## src/rtl/shiftadd_mul_pkg.sv

```systemverilog
// Package: shared types for the shift-add multiplier.
// Assumes: nothing beyond standard SystemVerilog.
package shiftadd_mul_pkg;
    typedef enum logic [0:0] {
        MUL_IDLE = 1'b0,
        MUL_RUN  = 1'b1
    } mul_state_e;
endpackage

```

## src/rtl/sam_ctrl.sv

```systemverilog
// Module: sequencing control for the shift-add multiplier.
// Accepts start only when idle, counts OP_W iterations, then pulses done.
// Assumes: synchronous active-low reset; start may be held or pulsed.
module sam_ctrl
    import shiftadd_mul_pkg::*;
#(
    parameter int OP_W = 32
) (
    input  logic clk,
    input  logic rst_n,
    input  logic start,
    output logic load,
    output logic step,
    output logic busy,
    output logic done
);
    localparam int CNT_W = $clog2(OP_W + 1);
    localparam logic [CNT_W-1:0] LAST_IT = CNT_W'(OP_W - 1);

    mul_state_e       state_q;
    logic [CNT_W-1:0] iter_q;

    // Decode the datapath strobes from the current state.
    always_comb begin
        load = (state_q == MUL_IDLE) && start;
        step = (state_q == MUL_RUN);
    end

    // State, iteration count and done pulse.
    always_ff @(posedge clk) begin
        if (!rst_n) begin
            state_q <= MUL_IDLE;
            iter_q  <= '0;
            done    <= 1'b0;
        end else begin
            done <= 1'b0;
            case (state_q)
                MUL_IDLE: begin
                    if (start) begin
                        state_q <= MUL_RUN;
                        iter_q  <= '0;
                    end
                end
                MUL_RUN: begin
                    if (iter_q == LAST_IT) begin
                        state_q <= MUL_IDLE;
                        iter_q  <= '0;
                        done    <= 1'b1;
                    end else begin
                        iter_q <= iter_q + 1'b1;
                    end
                end
                default: state_q <= MUL_IDLE;
            endcase
        end
    end

    assign busy = (state_q == MUL_RUN);

    // done lasts one cycle and never overlaps busy.
    assert_done_single_R7: assert property (@(posedge clk) disable iff (!rst_n)
        done |=> !done);
    assert_done_not_busy_R7: assert property (@(posedge clk) disable iff (!rst_n)
        !(done && busy));
    // a running operation is not restarted or cut short by start.
    assert_run_continues_R6: assert property (@(posedge clk) disable iff (!rst_n)
        (busy && iter_q != LAST_IT) |=> busy);
    // the iteration counter never passes the operand width.
    assert_iter_bound_R3: assert property (@(posedge clk) disable iff (!rst_n)
        iter_q <= LAST_IT);
endmodule

```

## src/rtl/sam_datapath.sv

```systemverilog
// Module: datapath of the shift-add multiplier.
// Holds the multiplicand and a 2*OP_W product register whose low half
// starts as the multiplier. Each step adds the multiplicand to the
// upper half when bit 0 is set, then shifts everything right by one,
// keeping the adder carry as the new top bit.
// Assumes: load and step are never both high.
module sam_datapath #(
    parameter int OP_W = 32
) (
    input  logic            clk,
    input  logic            rst_n,
    input  logic            load,
    input  logic            step,
    input  logic [OP_W-1:0] a_in,
    input  logic [OP_W-1:0] b_in,
    output logic [OP_W-1:0] hi,
    output logic [OP_W-1:0] lo
);
    localparam int PROD_W = 2 * OP_W;

    logic [OP_W-1:0]   mcand_q;
    logic [PROD_W-1:0] prod_q;
    logic [OP_W:0]     upper_sum;

    // Conditional add of the multiplicand into the upper half, with carry.
    always_comb begin
        upper_sum = {1'b0, prod_q[PROD_W-1:OP_W]}
                  + (prod_q[0] ? {1'b0, mcand_q} : {(OP_W+1){1'b0}});
    end

    // Operand capture and one add-and-shift per step.
    always_ff @(posedge clk) begin
        if (!rst_n) begin
            mcand_q <= '0;
            prod_q  <= '0;
        end else if (load) begin
            mcand_q <= a_in;
            prod_q  <= {{OP_W{1'b0}}, b_in};
        end else if (step) begin
            prod_q  <= {upper_sum, prod_q[OP_W-1:1]};
        end
    end

    assign hi = prod_q[PROD_W-1:OP_W];
    assign lo = prod_q[OP_W-1:0];

    // the multiplicand is held while stepping.
    assert_mcand_stable_R9: assert property (@(posedge clk) disable iff (!rst_n)
        step |=> $stable(mcand_q));
    // without load or step, the product register holds.
    assert_prod_hold_R8: assert property (@(posedge clk) disable iff (!rst_n)
        (!load && !step) |=> ($stable(hi) && $stable(lo)));
    // a load places the multiplier in the low half and clears the top.
    assert_load_image_R2: assert property (@(posedge clk) disable iff (!rst_n)
        load |=> (hi == '0 && lo == $past(b_in)));
    // Strobes from the controller are exclusive.
    assert_strobe_excl_R6: assert property (@(posedge clk) disable iff (!rst_n)
        !(load && step));
endmodule

```

## src/rtl/shiftadd_mul.sv

```systemverilog
// Module: top of the iterative unsigned shift-add multiplier.
// Computes the 2*OP_W-bit product of a_in and b_in over OP_W cycles.
// Assumes: synchronous active-low reset; operands sampled on the
// accepting edge only.
module shiftadd_mul #(
    parameter int OP_W = 32
) (
    input  logic            clk,
    input  logic            rst_n,
    input  logic            start,
    input  logic [OP_W-1:0] a_in,
    input  logic [OP_W-1:0] b_in,
    output logic            busy,
    output logic            done,
    output logic [OP_W-1:0] hi,
    output logic [OP_W-1:0] lo
);
    logic load_s;
    logic step_s;

    sam_ctrl #(.OP_W(OP_W)) ctrl_i (
        .clk   (clk),
        .rst_n (rst_n),
        .start (start),
        .load  (load_s),
        .step  (step_s),
        .busy  (busy),
        .done  (done)
    );

    sam_datapath #(.OP_W(OP_W)) dp_i (
        .clk   (clk),
        .rst_n (rst_n),
        .load  (load_s),
        .step  (step_s),
        .a_in  (a_in),
        .b_in  (b_in),
        .hi    (hi),
        .lo    (lo)
    );

    // an idle start makes busy rise on the next cycle.
    assert_start_busy_R2: assert property (@(posedge clk) disable iff (!rst_n)
        (start && !busy) |=> busy);
endmodule

```

## config.mk

```make
export PLATFORM = sky130hd
export DESIGN_NAME = shiftadd_mul
export DESIGN_NICKNAME = d
export VERILOG_FILES = /design/src/rtl/shiftadd_mul_pkg.sv /design/src/rtl/sam_ctrl.sv /design/src/rtl/sam_datapath.sv /design/src/rtl/shiftadd_mul.sv
export SDC_FILE = /design/constraint.sdc
export NUM_CORES = 1
export LEC_CHECK = 0
export ABC_AREA = 1
export BUFFER_PORTS_ARGS = -buffer_cell sky130_fd_sc_hd__buf_2
export CORE_UTILIZATION = 51
export DETAILED_ROUTE_END_ITERATION = 6
export GPL_ROUTABILITY_DRIVEN = 0
export PLACE_DENSITY = 0.88
export SLEW_MARGIN = 30
export SYNTH_ARGS = -nofsm -noshare
export SYNTH_HDL_FRONTEND = slang
export SYNTH_SLANG_ARGS = --single-unit
```

## constraint.sdc

```tcl
create_clock -name clk -period 2.3 [get_ports clk]
set_input_delay 0.345 -clock clk [delete_from_list [all_inputs] [get_ports clk]]
set_output_delay 0.345 -clock clk [all_outputs]
set_load 0.01 [all_outputs]
```

## Word-level counts from Yosys, hierarchy flattened

Index checks and enable logic that the tools add are counted.

| cells by class | value |
|---|---|
| multiplexer cells | 10 |
| bitwise operators | 2 |
| reduce and logical (&&, ||, !) cells | 4 |
| add/sub/neg operators | 2 |
| eq/ne operators | 2 |

Operator list:

| operator | count |
|---|---|
| $mux 32 | 3 |
| $add 32x32->33 | 1 |
| $mux 6 | 2 |
| $pmux 6 s2 | 1 |
| $add 6x1->6 const B | 1 |
| $eq 6x5->1 const B | 1 |
| $mux 1 | 3 |
| $ne 2x2->1 const B | 1 |
| $not 1->1 | 2 |
| $pmux 1 s2 | 1 |
| $reduce_and 2->1 | 1 |
| $reduce_bool 2->1 | 1 |
| $reduce_or 2->1 | 1 |
| $logic_and 1x1->1 | 1 |

| storage, ports and cells | value |
|---|---|
| logic and storage cells | 26 |
| output and inout port bits | 66 |
| input bits | 67 |
| register bits | 104 |

## Depth between registers and ports, before layout

Gate-level depths: netlist of run 1.

| logic depth | value |
|---|---|
| depth after elaboration | 4 |
| gate-level depth with buffers | 17 |
| mapped depth without buffers | 15 |

## By module

From an unflattened synthesis of run 1, not the netlist that was laid out.

| second synthesis, totals | value |
|---|---|
| cell total of the unflattened synthesis | 1086 |
| area, all modules | 6683.9 µm² |

By module, submodules not included:

| module | area an instance (µm²) | cells each | sequential area each (µm²) | times used |
|---|---|---|---|---|
| sam_datapath | 6298.5 | 1034 | 1921.8 | 1 |
| sam_ctrl | 385.4 | 52 | 160.2 | 1 |

## Worst setup path after synthesis of run 1

No wires, ideal clock.

| timing path | value |
|---|---|
| path kind | register to register |
| start point | register dp_i.prod_q[0] |
| end point | register dp_i.prod_q[47] |
| path buffers | 2 |
| data required time | 2185 ps |
| arrival time | 2155 ps |
| period minus slack after synthesis | 2270 ps |
| library setup time | 115 ps |
| path slack | 30 ps |
| cell stages (with the launch flop) | 17 |
| cell sequence | dfxtp_1 clkbuf_1 clkbuf_1 nand2_1 inv_1 ha_1 fa_1 nand3_1 nand3_1 nand2_1 nand2_1 nand2_1 nand2_1 nand2_1 nand2_1 o21ai_0 inv_1 |

| between the ends | value |
|---|---|
| cells in the longest elaborated chain, start to end | 2 |

Ends and longest elaborated chain:

| what | RTL line | source |
|---|---|---|
| start: declaration | sam_datapath.sv:22 | `logic [PROD_W-1:0] prod_q;` |
| start signal: assignment | sam_datapath.sv:38 | `prod_q <= {{OP_W{1'b0}}, b_in};` |
| start signal: assignment | sam_datapath.sv:40 | `prod_q <= {upper_sum, prod_q[OP_W-1:1]};` |
| $mux 32 | sam_datapath.sv:28 | `+ (prod_q[0] ? {1'b0, mcand_q} : {(OP_W+1){1'b0}});` |
| $add 32x32->33 | sam_datapath.sv:28 |  |

No other way between the ends.
A chain may end at the register's enable or synchronous reset.

## Worst setup path in the final report of run 1

| timing path | value |
|---|---|
| start point | register dp_i.prod_q[0] |
| end point | register dp_i.prod_q[62] |

The elaborated chain is that of the path after synthesis.

==> results of run 1 <==
## flip-flops by register name, summed over array words and instances, names as in the netlist
name           flops
ctrl_i.busy        1
ctrl_i.done        1
dp_i.mcand_q      32
dp_i.prod_q       64
ctrl_i.iter_q      6
## layer usage
metal  global-route usage  vias up  wire length, um
met3               0.0615       48             1670
met1                0.324     3312             7900
met4                0.121        0              562
li1                     -     3713                -
met5                    0        -                0
met2                0.477      331             9070
## area by class of cell
cell class	count	area (um^2)
tap	172	215
sequential	104	2080
timing repair buffer	146	782
clock buffer	11	243
inverter	227	852
clock inverter	4	77.6
multi-input combinational	789	3790
fill	1192	4780
## cells by family (layout without fill, tap and decap cells)
| logic type | after synthesis | in the layout | share of synthesized area |
|---|---|---|---|
| buf+inv | 265 | 388 | 0.151 |
| xor+xnor | 15 | 15 | 0.0193 |
| fa+ha+maj | 34 | 34 | 0.0636 |
| compound gates | 102 | 102 | 0.0840 |
| flops | 104 | 104 | 0.306 |
| simple gates | 638 | 638 | 0.377 |
## cell usage in the layout, fill, tap and decap left out, drive strengths merged
master,n
nand2,392
inv,227
nor2,171
buf,146
dfxtp,104
nand3,64
o21ai,52
ha,33
a21oi,27
o211ai,13
xor2,13
clkbuf,11
nor3,7
o21bai,3
nand4,3
o221ai,2
xnor2,2
bufinv,2
clkinv,2
o21a,1
a221oi,1
a22oi,1
a211oi,1
a21o,1
nand3b,1
fa,1
## worst reg2reg max path, stage by stage, from the launching register on
cell and delay [ns]:
dfxtp_2 0.34, buf_12 0.15, nand2_1 0.06, inv_1 0.04, ha_1 0.39, nand3_1 0.15
nand3_2 0.15, nand2_1 0.07, nand2_1 0.12, nand2_1 0.10, nand2_2 0.13, nand2_1 0.12
nand3_1 0.09, nand3_1 0.08, nand2_1 0.08, inv_1 0.03
## path summary, 6_finish.rpt
kind / from / to / slack [ns]
min reg2reg: ctrl_i.iter_q[5] / ctrl_i.iter_q[5] / 0.48
min: a_in[23] / dp_i.mcand_q[23] / 0.20
max: dp_i.prod_q[0] / dp_i.prod_q[62] / 0.1
max reg2reg: dp_i.prod_q[0] / dp_i.prod_q[62] / 0.1
## timing repair
item                                    in CTS  in global routing
endpoints found under the setup margin       0                 12
hold buffers                                 0                  0
resized for setup                            0                 17
## per-stage QoR
| stage | worst slack [ns] | instance area (um^2) | std cells |
|---|---|---|---|
| floorplan | 0.0299 | 6810 | 1158 |
| finish | 0.0982 | 8040 | 1453 |
| global route | 0.00200 | 8040 | 1453 |
| CTS | 0.0850 | 7960 | 1453 |
| detailed placement | 0.102 | 7640 | 1438 |
| global placement | 0.205 | 7640 | 1438 |
## power by group
part / switching (uW) / total, uW / internal [uW]
logic: 457 / 739 / 282
registers: 99.7 / 2020 / 1920
clock network: 705 / 1690 / 985
==> flow_metrics.env, run 1 <==
export IMPL_status="completed"
export IMPL_worstSetupStartpointType="register"
export IMPL_wl_per_cell_um=13.2
export IMPL_cts_sinks=104
export IMPL_rows=41
export IMPL_crit_path_cell_trace="buf_12, nand2_1, inv_1, ha_1, nand3_1, nand3_2, nand2_1, nand2_1, nand2_1, nand2_2, nand2_1, nand3_1, nand3_1, nand2_1, inv_1"
export IMPL_rsz0062_at_grt="false"
export IMPL_min_delay_path_depth=3
export IMPL_clock_path_buffers=2
export IMPL_synth_fp_nets=1259
export IMPL_ant_nets=0
export IMPL_hp_class="in -> reg"
export IMPL_cts_root_buf="clkbuf_16"
export IMPL_maxSlewHeadroom=0.581
export IMPL_cts_made_buffers=9
export IMPL_grt_pass1_wl_um=31300
export IMPL_vdd_drop_max_mv=0.445
export IMPL_seq_area_frac_synth=0.306
export IMPL_crit_family="simple AND/OR/NAND/NOR gates"
export IMPL_insertion_delay_ns=0.36
export IMPL_tritoncts="built"
export IMPL_critPathCaptureType="register"
export IMPL_fp_dieArea_um2=13800
export IMPL_antenna_found_initial=0
export IMPL_r2r_cells=15
export IMPL_initial_core_util=0.531
export IMPL_min_period_ns=2.20
export IMPL_wl_um=19200
export IMPL_dr_pass1_iters=5
export IMPL_drv_slew=0
export IMPL_syn_area_um2=6810
export IMPL_final_core_util=0.627
export IMPL_min_period_over_period=0.957
export IMPL_die_w_um=118
export IMPL_hold_viol=0
export IMPL_port_buffers=132
export IMPL_synth_cells=1158
export IMPL_worst_pin_slew_ns=0.629
export IMPL_max_freq_ghz=0.454
export IMPL_die_h_um=118
export IMPL_cp_num_cells=15
export IMPL_async_flop_share=0
export IMPL_overflow=0
export IMPL_critical_path_buf_inv_count=3
export IMPL_power_uw=4450
export IMPL_grt_max_degree=66
export IMPL_static_leakage_power_uw=0.00496
export IMPL_synth_edf_count=0
export IMPL_cp_required_ns=2.57
export IMPL_cpMaxStageDelayCell="ha_1"
export IMPL_cts_setup_buffers=0
export IMPL_ys_top_cells_by_count="nand2_1 (385), inv_1 (223), nor2_1 (166), dfxtp_1 (104), nand3_1 (58)"
export IMPL_worst_path_most_repeated_cell="nand2_1"
export IMPL_critical_path_max_fanout=18
export IMPL_yosys_area_top_type="dfxtp_1"
export IMPL_boundaryPins=133
export IMPL_synth_cell_types=34
export IMPL_setup_viol_count_final=0
export IMPL_yosys_most_used_dff="dfxtp_1"
export IMPL_skew_ns=0.00911
export IMPL_detailed_place_hpwl_um=14300
export IMPL_worstSetupPathType="reg -> reg"
export IMPL_finalNetCount=1378
export IMPL_cpPeakStageDelay_ns=0.39
export IMPL_grtUsageTotal=0.275
export IMPL_cts_max_level=3
export IMPL_finalSetupTns_ns=0
export IMPL_fin_hold_ws_ns=0.204
export IMPL_drt_iter0_markers=581
export IMPL_yosysWarnings=0
export IMPL_grt_pass1_vias=6845
export IMPL_vias_per_cell=5.10
export IMPL_drc=0
export IMPL_maxCapViolations=0
export IMPL_p_per_area_nw_per_um2=553
export IMPL_core_um2=12800
export IMPL_netlist_area_leader_share=0.306
export IMPL_dr_total_vias=7404
export IMPL_drive_above_1_share=0.155
export IMPL_path_clk_slew_ns=0.07
export IMPL_crit_arrival_ns=2.47
export IMPL_syn_mean_instance_area_um2=5.88
export IMPL_synth_seq_cells=104
export IMPL_synthTopCellsByArea="dfxtp_1 (31%), nand2_1 (21%), inv_1 (12%), nor2_1 (9.2%), ha_1 (6.1%)"
export IMPL_syn2layout_area_growth_pct=18.1
export IMPL_insertedDiodeCount=0
export IMPL_yosysMostFrequentCell="nand2_1"
Note: power is estimated with default switching activity, not from simulation.
==> run 2: changes to the inputs <==
--- a/config.mk
+++ b/config.mk
@@ -10,7 +10,7 @@
 export CORE_UTILIZATION = 51
 export DETAILED_ROUTE_END_ITERATION = 6
 export GPL_ROUTABILITY_DRIVEN = 0
-export PLACE_DENSITY = 0.88
+export PLACE_DENSITY = 0.81
 export SLEW_MARGIN = 30
 export SYNTH_ARGS = -nofsm -noshare
 export SYNTH_HDL_FRONTEND = slang
==> flow_metrics.env, run 2 (synthesis gave the netlist of run 1 again) <==
export IMPL_p_clk_frac=0.348
export IMPL_worstSetupStartpointType="register"
export IMPL_p_per_area_nw_per_um2=528
export IMPL_grtUsageTotal=0.270
export IMPL_worst_path_most_repeated_cell="nand2_1"
export IMPL_crit_arrival_ns=2.44
export IMPL_initial_core_util=0.531
export IMPL_overflow=0
export IMPL_critPathCaptureType="register"
export IMPL_die_w_um=118
export IMPL_netSwitchingFraction=0.302
export IMPL_hold_viol=0
export IMPL_ant_nets=0
export IMPL_vias_per_cell=4.98
export IMPL_drive_above_1_share=0.156
export IMPL_drt_iter0_markers=440
export IMPL_dr_total_vias=7219
export IMPL_worstSetupPathType="reg -> reg"
export IMPL_p_comb_frac=0.173
export IMPL_cts_max_level=3
export IMPL_antenna_found_initial=0
export IMPL_detailed_place_hpwl_um=14000
export IMPL_maxCapViolations=0
export IMPL_critical_path_max_fanout=16
export IMPL_cpMaxStageDelayCell="dfxtp_4"
export IMPL_place_area_um2=7630
export IMPL_layout_commonest_cell="nand2_1"
export IMPL_reg_top3="dp_i.prod_q: 64 flops, dp_i.mcand_q: 32 flops, ctrl_i.iter_q: 6 flops"
export IMPL_tritoncts="built"
export IMPL_skew_ns=0.00846
export IMPL_vdd_drop_max_mv=0.484
export IMPL_power_uw=4210
export IMPL_drc=0
export IMPL_crit_path_cell_trace="clkbuf_16, nand2_1, inv_1, ha_2, fa_2, buf_4, nand2_1, nand3_2, nand2_2, nand2_2, nand2_1, nand2_1, nand2_1, nand3_1, nand2_1, inv_1"
export IMPL_syn2layout_area_growth_pct=17.2
export IMPL_wl_um=18500
export IMPL_status="completed"
export IMPL_cts_made_buffers=9
export IMPL_cp_required_ns=2.55
export IMPL_die_h_um=118
export IMPL_static_leakage_power_uw=0.00493
export IMPL_finalInstanceArea_um2=7980
export IMPL_grt_pass1_vias=6573
export IMPL_cpPeakStageDelay_ns=0.38
export IMPL_min_period_over_period=0.953
export IMPL_regMostFlops="dp_i.prod_q"
export IMPL_cts_sinks=104
export IMPL_drv_slew=0
export IMPL_layout_common_cells="nand2_1 (382), inv_1 (222), nor2_1 (163), buf_2 (132), dfxtp_1 (102)"
export IMPL_grt_max_degree=66
export IMPL_p_int_uw=2940
export IMPL_rsz0062_at_grt="true"
export IMPL_max_freq_ghz=0.456
export IMPL_p_switching_uw=1270
export IMPL_cts_root_buf="clkbuf_16"
export IMPL_fillers=1241
export IMPL_hp_class="in -> reg"
export IMPL_hold_buffers=0
export IMPL_min_period_ns=2.19
export IMPL_insertedDiodeCount=0
export IMPL_worst_pin_slew_ns=0.623
export IMPL_power_frac_seq=0.478
export IMPL_boundaryPins=133
export IMPL_setup_viol_count_final=0
export IMPL_grt_pass1_wl_um=30600
export IMPL_core_um2=12800
export IMPL_insertion_delay_ns=0.35
export IMPL_path_clk_slew_ns=0.07
export IMPL_dr_pass1_iters=5
export IMPL_finalSetupTns_ns=0
export IMPL_rows=41
export IMPL_clock_path_buffers=2
export IMPL_largest_reg_flops=64
export IMPL_fp_dieArea_um2=13800
export IMPL_wl_per_cell_um=12.7
export IMPL_maxSlewHeadroom=0.584
export IMPL_port_buffers=132
export IMPL_finalNetCount=1376
run 2: repair_timing:
item,in CTS,in global routing
buffers inserted,0,0
resized for setup,0,17
endpoints found under the setup margin,0,18
run 2: layer usage:
layer  part of all wire  vias to the layer above  GRT usage
li1                   -                     3723          -
met1               0.45                     3225      0.342
met2               0.46                      243      0.447
met3              0.078                       28     0.0741
met4              0.017                        0     0.0801
met5                  0                        -          0
run 2: worst max-delay path: cells and delay by family (launching register included):
| kind | cells | cell delay, ns |
|---|---|---|
| buffers and inverters | 4 | 0.40 |
| DFF | 1 | 0.38 |
| adders and majority gates | 2 | 0.54 |
| and+or+nand+nor | 10 | 0.74 |
run 2: power groups by stage:
stage,logic [uW],clock network (uW),registers (uW)
6_report,730,1470,2020
5_1_grt,823,1560,2030
3_5_place_dp,718,0,2050
4_1_cts,722,1490,2010
2_1_floorplan,448,0,2060
3_3_place_gp,707,0,2050
run 2: final cells by class:
type / instances / area (um^2) / share of cell area
Inverter: 227 / 852 / 0.107
Tap cell: 172 / 215 / 0.0270
Clock buffer: 10 / 229 / 0.0287
Clock inverter: 5 / 42.5 / 0.00533
Sequential cell: 104 / 2090 / 0.262
Timing Repair Buffer: 144 / 793 / 0.0994
Multi-Input combinational cell: 789 / 3760 / 0.471
run 2: worst paths after layout:
check             slack (ns)  cells past startpoint              from          endpoint
hold / removal          0.21                      3          a_in[25]  dp_i.mcand_q[25]
setup / recovery        0.11                     16    dp_i.prod_q[0]   dp_i.prod_q[61]
hold reg to reg         0.47                      2  ctrl_i.iter_q[5]  ctrl_i.iter_q[5]
setup reg to reg        0.11                     16    dp_i.prod_q[0]   dp_i.prod_q[61]
run 2: per-stage QoR:
| step | setup slack (ns) | std cells | util | hold WS, ns |
|---|---|---|---|---|
| 6_report | 0.109 | 1451 | 0.622 | 0.210 |
| 5_1_grt | -0.0141 | 1451 | 0.622 | 0.207 |
| 4_1_cts | 0.0583 | 1450 | 0.616 | 0.203 |
| 3_5_place_dp | 0.0767 | 1435 | 0.595 | 0.455 |
| 3_3_place_gp | 0.138 | 1435 | 0.595 | 0.452 |
| 2_1_floorplan | 0.0299 | 1158 | - | 0.445 |
